[src/rtl/boot_seq_pkg.sv]
package boot_seq_pkg;

  typedef enum logic [1:0] {
    PLL_CORE = 2'd0,
    PLL_DDR  = 2'd1,
    PLL_PER  = 2'd2,
    PLL_ETH  = 2'd3
  } pll_e;

  typedef enum logic [3:0] {
    S_IDLE,
    S_PLL_PREP,
    S_PLL_WR,
    S_PLL_LOCK,
    S_PLL_POST,
    S_RST_ALL,
    S_DDR_CTRL,
    S_DDR_BUS,
    S_DDR_WAIT,
    S_PER_WAIT,
    S_PER_SWITCH,
    S_ETH_REL,
    S_ERR
  } state_e;

  localparam int NUM_PLL  = 4;
  localparam int PRES_W   = 6;
  localparam int RST_W    = 7;
  localparam int GATE_W   = 3;

  // Presence-mask bit for each PLL, indexed by pll_e.
  localparam int unsigned PRES_POS [NUM_PLL] = '{5, 2, 3, 1};

  // Device reset bit positions.
  localparam int RST_DDR_CTRL = 0;
  localparam int RST_DDR_AXI  = 1;
  localparam int RST_DDR_PHY  = 3;
  localparam int RST_ETH      = 5;

  localparam int CFG_LOCK_BIT = 31;

  function automatic logic [31:0] pack_cfg(input int unsigned refdiv, input int unsigned fbdiv,
                                           input int unsigned outdiv, input int unsigned rng,
                                           input int unsigned byp, input int unsigned intfb);
    logic [31:0] w;
    w        = '0;
    w[5:0]   = refdiv[5:0];
    w[14:6]  = fbdiv[8:0];
    w[17:15] = outdiv[2:0];
    w[20:18] = rng[2:0];
    w[24]    = byp[0];
    w[25]    = intfb[0];
    return w;
  endfunction

  function automatic int cnt_bits(input int unsigned a, input int unsigned b, input int unsigned c);
    int unsigned m;
    m = (a > b) ? a : b;
    m = (m > c) ? m : c;
    return $clog2(m + 1);
  endfunction

endpackage

[src/rtl/boot_seq_timer.sv]
module boot_seq_timer #(
  parameter int CNT_W = 12
) (
  input  logic             clk,
  input  logic             rst_n,
  input  logic             load,
  input  logic [CNT_W-1:0] load_val,
  output logic             zero
);

  logic [CNT_W-1:0] cnt_q;
  logic [CNT_W-1:0] cnt_d;
  logic             cnt_en;

  always_comb begin
    cnt_en = load || (cnt_q != '0);
    cnt_d  = load ? load_val : (cnt_q - 1'b1);
  end

  always_ff @(posedge clk or negedge rst_n) begin
    if (!rst_n) begin
      cnt_q <= '0;
    end else if (cnt_en) begin
      cnt_q <= cnt_d;
    end
  end

  assign zero = (cnt_q == '0);

endmodule

[src/rtl/boot_seq_fsm.sv]
module boot_seq_fsm
  import boot_seq_pkg::*;
#(
  parameter logic [31:0] CORE_WORD  = 32'h0,
  parameter logic [31:0] DDR_WORD   = 32'h0,
  parameter logic [31:0] PER_WORD   = 32'h0,
  parameter logic [31:0] ETH_WORD   = 32'h0,
  parameter int          LOCK_TMO   = 4096,
  parameter int          DDR_SETTLE = 256,
  parameter int          PER_SETTLE = 1024,
  parameter int          CNT_W      = 13
) (
  input  logic                clk,
  input  logic                rst_n,
  input  logic                start,
  input  logic [NUM_PLL-1:0]  present_v,
  input  logic [NUM_PLL-1:0]  pll_lock,
  input  logic                tmr_zero,
  output logic                tmr_load,
  output logic [CNT_W-1:0]    tmr_val,
  output logic [NUM_PLL-1:0]  cfg_we,
  output logic [31:0]         cfg_data,
  output logic                core_sel,
  output logic                per_sel,
  output logic [GATE_W-1:0]   pll_gate,
  output logic [RST_W-1:0]    dev_rst_n,
  output logic                done,
  output logic                err
);

  localparam logic [NUM_PLL-1:0][31:0] WORDS = {ETH_WORD, PER_WORD, DDR_WORD, CORE_WORD};
  localparam logic [31:0] WR_MASK = ~(32'd1 << CFG_LOCK_BIT);

  state_e state_q, state_d;
  pll_e   cur_q, cur_d;

  // Next-state logic
  always_comb begin
    state_d  = state_q;
    cur_d    = cur_q;
    tmr_load = 1'b0;
    tmr_val  = '0;
    unique case (state_q)
      S_IDLE: begin
        if (start) begin
          state_d = S_PLL_PREP;
          cur_d   = PLL_CORE;
        end
      end
      S_PLL_PREP: begin
        if (present_v[cur_q]) begin
          state_d = S_PLL_WR;
        end else begin
          unique case (cur_q)
            PLL_CORE: state_d = S_RST_ALL;
            PLL_DDR:  state_d = S_DDR_CTRL;
            PLL_PER:  begin state_d = S_PLL_PREP; cur_d = PLL_ETH; end
            default:  state_d = S_ETH_REL;
          endcase
        end
      end
      S_PLL_WR: begin
        state_d  = S_PLL_LOCK;
        tmr_load = 1'b1;
        tmr_val  = CNT_W'(LOCK_TMO);
      end
      S_PLL_LOCK: begin
        if (pll_lock[cur_q]) begin
          state_d = S_PLL_POST;
        end else if (tmr_zero) begin
          state_d = S_ERR;
        end
      end
      S_PLL_POST: begin
        unique case (cur_q)
          PLL_CORE: state_d = S_RST_ALL;
          PLL_DDR:  state_d = S_DDR_CTRL;
          PLL_PER:  begin
            state_d  = S_PER_WAIT;
            tmr_load = 1'b1;
            tmr_val  = CNT_W'(PER_SETTLE);
          end
          default:  state_d = S_ETH_REL;
        endcase
      end
      S_RST_ALL: begin
        state_d = S_PLL_PREP;
        cur_d   = PLL_DDR;
      end
      S_DDR_CTRL: state_d = S_DDR_BUS;
      S_DDR_BUS: begin
        state_d  = S_DDR_WAIT;
        tmr_load = 1'b1;
        tmr_val  = CNT_W'(DDR_SETTLE);
      end
      S_DDR_WAIT: begin
        if (tmr_zero) begin
          state_d = S_PLL_PREP;
          cur_d   = PLL_PER;
        end
      end
      S_PER_WAIT: begin
        if (tmr_zero) state_d = S_PER_SWITCH;
      end
      S_PER_SWITCH: begin
        state_d = S_PLL_PREP;
        cur_d   = PLL_ETH;
      end
      S_ETH_REL: state_d = S_IDLE;
      S_ERR:     state_d = S_ERR;
      default:   state_d = S_IDLE;
    endcase
  end

  // Write port decode
  always_comb begin
    cfg_we   = '0;
    cfg_data = '0;
    if (state_q == S_PLL_WR) begin
      cfg_we   = NUM_PLL'(1) << cur_q;
      cfg_data = WORDS[cur_q] & WR_MASK;
    end
  end

  // Clock enables for the control registers
  logic prep_en, post_en, idle_go, err_set;
  assign prep_en = (state_q == S_PLL_PREP);
  assign post_en = (state_q == S_PLL_POST);
  assign idle_go = (state_q == S_IDLE) && start;
  assign err_set = (state_q == S_PLL_LOCK) && (state_d == S_ERR);

  always_ff @(posedge clk or negedge rst_n) begin
    if (!rst_n) begin
      state_q   <= S_IDLE;
      cur_q     <= PLL_CORE;
      core_sel  <= 1'b0;
      per_sel   <= 1'b0;
      pll_gate  <= '0;
      dev_rst_n <= '0;
      done      <= 1'b0;
      err       <= 1'b0;
    end else begin
      state_q <= state_d;
      cur_q   <= cur_d;
      if (idle_go) done <= 1'b0;
      if (prep_en) begin
        if (cur_q == PLL_CORE) begin
          core_sel <= 1'b1;
        end else if (present_v[cur_q]) begin
          unique case (cur_q)
            PLL_DDR: pll_gate[0] <= 1'b0;
            PLL_PER: per_sel     <= 1'b1;
            default: pll_gate[2] <= 1'b0;
          endcase
        end
      end
      if (post_en) begin
        unique case (cur_q)
          PLL_CORE: core_sel    <= 1'b0;
          PLL_DDR:  pll_gate[0] <= 1'b1;
          PLL_PER:  pll_gate[1] <= 1'b1;
          default:  pll_gate[2] <= 1'b1;
        endcase
      end
      if (state_q == S_RST_ALL) dev_rst_n <= '0;
      if (state_q == S_DDR_CTRL) dev_rst_n[RST_DDR_CTRL] <= 1'b1;
      if (state_q == S_DDR_BUS) dev_rst_n[RST_DDR_PHY:RST_DDR_AXI] <= '1;
      if (state_q == S_PER_SWITCH) per_sel <= 1'b0;
      if (state_q == S_ETH_REL) begin
        dev_rst_n[RST_ETH] <= 1'b1;
        done               <= 1'b1;
      end
      if (err_set) err <= 1'b1;
    end
  end

endmodule

[src/rtl/boot_seq.sv]
module boot_seq
  import boot_seq_pkg::*;
#(
  parameter logic [31:0] CORE_WORD  = pack_cfg(0, 76, 2, 4, 0, 1),
  parameter logic [31:0] DDR_WORD   = pack_cfg(0, 71, 2, 4, 0, 1),
  parameter logic [31:0] PER_WORD   = pack_cfg(1, 39, 2, 4, 0, 1),
  parameter logic [31:0] ETH_WORD   = pack_cfg(0, 76, 5, 4, 0, 1),
  parameter int          LOCK_TMO   = 4096,
  parameter int          DDR_SETTLE = 256,
  parameter int          PER_SETTLE = 1024
) (
  input  logic        clk,
  input  logic        rst_n,
  input  logic        start,
  input  logic [5:0]  pll_present,
  input  logic [3:0]  pll_lock,
  output logic [3:0]  cfg_we,
  output logic [31:0] cfg_data,
  output logic        core_sel,
  output logic        per_sel,
  output logic [2:0]  pll_gate,
  output logic [6:0]  dev_rst_n,
  output logic        done,
  output logic        err
);

  localparam int CNT_W = cnt_bits(LOCK_TMO, DDR_SETTLE, PER_SETTLE);

  logic [NUM_PLL-1:0] present_v;
  logic               tmr_load;
  logic [CNT_W-1:0]   tmr_val;
  logic               tmr_zero;
  logic               unused_pres;

  for (genvar i = 0; i < NUM_PLL; i++) begin : g_pres
    assign present_v[i] = pll_present[PRES_POS[i]];
  end

  assign unused_pres = pll_present[0] ^ pll_present[4];

  boot_seq_timer #(.CNT_W(CNT_W)) tmr_i (
    .clk      (clk),
    .rst_n    (rst_n),
    .load     (tmr_load),
    .load_val (tmr_val),
    .zero     (tmr_zero)
  );

  boot_seq_fsm #(
    .CORE_WORD  (CORE_WORD),
    .DDR_WORD   (DDR_WORD),
    .PER_WORD   (PER_WORD),
    .ETH_WORD   (ETH_WORD),
    .LOCK_TMO   (LOCK_TMO),
    .DDR_SETTLE (DDR_SETTLE),
    .PER_SETTLE (PER_SETTLE),
    .CNT_W      (CNT_W)
  ) fsm_i (
    .clk       (clk),
    .rst_n     (rst_n),
    .start     (start),
    .present_v (present_v),
    .pll_lock  (pll_lock),
    .tmr_zero  (tmr_zero),
    .tmr_load  (tmr_load),
    .tmr_val   (tmr_val),
    .cfg_we    (cfg_we),
    .cfg_data  (cfg_data),
    .core_sel  (core_sel),
    .per_sel   (per_sel),
    .pll_gate  (pll_gate),
    .dev_rst_n (dev_rst_n),
    .done      (done),
    .err       (err)
  );

endmodule

[config.mk]
export PLATFORM = sky130hd
export DESIGN_NAME = boot_seq
export DESIGN_NICKNAME = d
export VERILOG_FILES = /design/src/rtl/boot_seq_pkg.sv /design/src/rtl/boot_seq_timer.sv /design/src/rtl/boot_seq_fsm.sv /design/src/rtl/boot_seq.sv
export SDC_FILE = /design/constraint.sdc
export NUM_CORES = 1
export LEC_CHECK = 0
export BUFFER_PORTS_ARGS = -buffer_cell sky130_fd_sc_hd__buf_2
export CAP_MARGIN = 10
export CELL_PAD_IN_SITES_DETAIL_PLACEMENT = 1
export CELL_PAD_IN_SITES_GLOBAL_PLACEMENT = 2
export CORE_UTILIZATION = 31
export DETAILED_ROUTE_END_ITERATION = 6
export GPL_ROUTABILITY_DRIVEN = 0
export PLACE_DENSITY_LB_ADDON = 0.1
export SETUP_SLACK_MARGIN = 0.2
export SLEW_MARGIN = 20
export SYNTH_ARGS = -nofsm -noshare
export SYNTH_HDL_FRONTEND = slang
export SYNTH_SLANG_ARGS = --single-unit
export TNS_END_PERCENT = 20
[constraint.sdc]
create_clock -name clk -period 2.42 [get_ports clk]
set_input_delay 0.121 -clock clk [delete_from_list [all_inputs] [get_ports clk]]
set_output_delay 0.121 -clock clk [all_outputs]
set_load 0.05 [all_outputs]
* Yosys cells after proc, flatten, opt, wreduce, memory -nomap -nowiden
Cells that the tools add are included.
Cells by class: add/subtract/negate cells 1, $mul 0, divide/modulo/power cells 0, $lt $le $gt $ge 1, equal/unequal tests 20, shift operators 1, muxes and demuxes 54, bitwise gates (word level) 0, reductions and logical operators 22
Operators by type and width (count):
- binary-select mux 32 bit (select 2 bit) | 1
- two-way mux 31 bit | 2
- case mux 4 bit (11 select lines) | 1
- case mux 13 bit (3 select lines) | 1
- two-way mux 4 bit | 7
- two-way mux 1 bit | 27
- == test 4 bit (second input constant) | 6
- case mux 4 bit (3 select lines) | 2
- == test 4 x 3 -> 1 bit (second input constant) | 4
- nonzero test 2 bit | 7
- zero test 13 bit | 1
- two-way mux 13 bit | 1
- nonzero test 13 bit | 1
- subtractor 13 x 1 -> 13 bit (second input constant) | 1
- two-way mux 11 bit | 1
- case mux 2 bit (5 select lines) | 1
- == test 4 x 2 -> 1 bit (second input constant) | 2
- two-way mux 2 bit | 4
- inequality test 2 bit (second input constant) | 4
- two-way mux 3 bit | 2
- two-way mux 6 bit | 1
- OR reduction 2 bit | 3
- AND reduction 5 bit | 1
- nonzero test 5 bit | 1
- 15 further kinds | 17
Word-level totals: register bits 31, bits in latches 0, bits in writable memories 0, memory bits (read-only) 0, memories kept 0

* Depth between registers and ports, before layout
depth in word-level cells 8, depth in mapped cells 7

* Hierarchy
From an unflattened synthesis, not the netlist that was laid out.
Unflattened totals: cell total of the unflattened synthesis 263, area, all modules 2249.7 um2
By module, submodules not included:
- boot_seq_fsm | instances 1, cells an instance 181, area each 1482.7 um2, sequential area each 400.4 um2
- boot_seq_timer | instances 1, cells an instance 82, area each 767.0 um2, sequential area each 325.3 um2

* Worst setup path before layout
OpenSTA, ideal clock, no wires.
kind register to output, start point reg fsm_i.state_q[3], end point out cfg_data[11], arrival 2299 ps, required time 2299 ps, slack 0 ps, cell stages (with the launch flop) 6, buffers on the path 2, path through dfrtp_1 or4b_1 clkbuf_1 inv_1 and2_1 buf_4
Between the ends: longest elaborated chain between the ends 2
Ends and longest elaborated chain:
- start: declaration | line boot_seq_fsm.sv:34 | state_e state_q, state_d;
- start signal: assignment | line boot_seq_fsm.sv:143 | state_q <= state_d;
- == test 4 x 2 -> 1 bit | line boot_seq_fsm.sv:119 | if (state_q == S_PLL_WR) begin
- two-way mux 31 bit | line boot_seq_fsm.sv:119
- end: declaration | line boot_seq.sv:18 | output logic [31:0] cfg_data,
No other way between the ends.

* Worst setup path after layout
Ends and elaborated chain as after synthesis.

==> flow_metrics.tcl <==
set metrics [dict create \
    status "finished, final reports clean" \
    p_leak_uw 0.00117 \
    row_count 30 \
    min_from "start" \
    layout.nets 303 \
    setup_tns_ns 0 \
    cp_data_arrival_time_ns 1.99 \
    overflow 0 \
    min_to "fsm_i.done$_DFFE_PN0P_" \
    cts_tree "done" \
    dr.first_iter.drc_count 34 \
    die-area_sq_um 7670 \
    hold_class "in -> reg" \
    ir_drop_mv 0.497 \
    yosysSeqAreaShare_pct 32.0 \
    clk_latency_ns 0.29 \
    utilization_pct 36.5 \
    insertedDiodeCount 0 \
    final_common_cell "buf_2" \
    post_drt_wl_per_cell_microns 14.9 \
    core-area_sq_um 6940 \
    routed_wl_microns 5650 \
    setup_viol 0 \
    first_pass_iters 4 \
    drive_gt1_share_pct 27.2 \
    numClockSinks 29 \
    portBuffers 38 \
    cts_setup_buffers 0 \
    htree_levels 2 \
    grt_pass1_wl_microns 9280 \
    r2r_setup_slack_ns 0.37 \
    post-route-drc-count 0 \
    grt_setup_unrepaired "no" \
    use_met3_pct 3.11 \
    drtAntennaViolNets 0 \
    viasPerCell 4.76 \
    skew_ns 0.00701 \
    finalCriticalPeriod_ns 2.11 \
    worstPathMaxFanout 7 \
    cts-root-buf "clkbuf_8" \
    yosysUniqueCellTypes 63 \
    finalHoldViolCount 0 \
    ys_async_sr_fraction_pct 100 \
    postSynthCellCount 250 \
    die_w_microns 87.6 \
    grt_max_degree 30 \
    fin_area_sq_um 2540 \
    clkTransAtPathRegs_ns 0.07 \
    cts_buffers 5 \
    r2r-start "fsm_i.cur_q[1]$_DFFE_PN0P_" \
    worstPathRequired_ns 2.30 \
    syn_area_sq_um 2270 \
    power_density_nw_per_um2 1460 \
    start_util_pct 32.7 \
    final_cell_mix "buf_2, dfrtp_1, conb_1, nor2_1, nand2_1" \
    placed_area_sq_um 2440 \
    busiest_layer "met2" \
    ys_seq_elements 29 \
    max_freq_ghz 0.475 \
    track_usage_pct 15.9 \
    fp.dieH_microns 87.6 \
    syn_area_per_cell_sq_um 9.08 \
    area_growth_pct 11.8 \
    min_path_cells 4 \
    end_kind "primary output" \
    use_met2_pct 24.5 \
    fin_crit_sh_pct 87.0 \
    post-dp-hpwl_microns 4070 \
    use_met1_pct 22.7 \
    synthFlopType "dfrtp_1" \
    crit-reg2reg-capture "fsm_i.cur_q[0]$_DFFE_PN0P_" \
    grt_pass1_vias 1765 \
    ys.warnings.count 0 \
    clk_path_buf_depth 2 \
    antenna_found_initial 0 \
    p_total_uw 3700 \
    reg2reg_depth 6 \
    cp-start-kind "flop" \
    relSlewSlack_pct 52.1 \
    synth-edff-count 0 \
    crit_type "reg -> out" \
    max_cap_viol_count 0 \
    report.final.slew_viol_count 0 \
    num_vias 1803 \
    io_pins 63 \
    tightestPinTransition_ns 0.718 \
]
==> cell usage after synthesis, types with 3 or more instances <==
library cell	number	area share [%]
nand2b_1	8	2.2
ha_1	8	4.4
nand4_1	3	0.83
a211oi_1	5	1.7
and2_1	5	1.4
nor3_1	5	1.1
or3_1	5	1.4
or4_1	3	0.99
inv_1	11	1.8
buf_2	4	0.88
nand2_1	18	3.0
buf_4	32	11
nor2_1	20	3.3
nor2b_1	7	1.9
clkbuf_1	6	0.99
dfrtp_1	29	32
o31ai_1	5	1.7
a21oi_1	11	2.4
o21ai_0	10	2.2
==> flip-flops by register name (all words and copies together) (netlist names), named ones only <==
signal / cells
fsm_i.done: 1
fsm_i.pll_gate: 3
fsm_i.state_q: 4
fsm_i.per_sel: 1
tmr_i.cnt_q: 13
fsm_i.dev_rst_n: 3
fsm_i.cur_q: 2
fsm_i.err: 1
==> what timing repair did <==
item / 4_1_cts / 5_1_grt
hold buffers: 1 / 0
endpoints found under the hold margin: 29 / 0
setup endpoints to repair: 3 / 5
gates resized for setup: 1 / 2
gates cloned: 0 / 0
==> layer usage <==
metal / share of wire (%) / wire [microns]
met5: 0 / 0
met4: 0.94 / 53
met3: 2.9 / 163
met2: 44 / 2480
met1: 52 / 2950
==> logic make-up (layout without fill, tap and decap cells) <==
logic type,after synthesis,in the layout,share of synthesized area (%)
compound gates,51,51,16.3
xor+xnor,2,2,0.772
fa+ha+maj,8,8,4.41
buf+inv,55,67,15.3
flops,29,29,32.0
mux,6,6,3.86
other cells,1,22,0.165
simple gates,98,98,27.2
==> final cells by class <==
cell class / instances / area (sq um)
Clock buffer: 6 / 72.6
Timing Repair Buffer: 48 / 280
Multi-Input combinational cell: 187 / 1280
Sequential cell: 29 / 729
Fill cell: 843 / 4410
Tap cell: 96 / 120
Clock inverter: 2 / 10.0
Inverter: 11 / 45.0
==> worst max path at each step <==
| stage | from | to | depth (start not counted) |
|---|---|---|---|
| floorplan | fsm_i.state_q[3]$_DFF_PN0_ | cfg_data[11] | 5 |
| global placement | tmr_i.cnt_q[0]$_DFFE_PN0P_ | fsm_i.cur_q[0]$_DFFE_PN0P_ | 6 |
| detailed placement | fsm_i.cur_q[1]$_DFFE_PN0P_ | fsm_i.cur_q[0]$_DFFE_PN0P_ | 6 |
| CTS | fsm_i.state_q[0]$_DFF_PN0_ | cfg_data[11] | 4 |
| global route | fsm_i.state_q[3]$_DFF_PN0_ | cfg_data[11] | 4 |
| finish | fsm_i.state_q[3]$_DFF_PN0_ | cfg_data[11] | 4 |
==> metrics by stage <==
stage	cells	setup slack [ns]	hold WS (ns)
final	379	0.314	0.383
after global routing	379	0.223	0.427
after CTS	379	0.238	0.376
after detailed placement	370	0.386	0.231
after global placement	370	0.417	0.233
after floorplan	271	0.327	-0.175
==> worst max-delay path, stage by stage, from the launching register on <==
cell,delay [ns]
dfrtp_1,0.50
or4b_1,0.63
clkinvlp_4,0.15
and2_2,0.16
buf_2,0.26
==> where the power goes <==
part	internal, uW	switching [uW]
Combinational	804	1530
Clock	199	202
Sequential	693	266
Total	1700	2000
(Power assumes the default switching activity.)
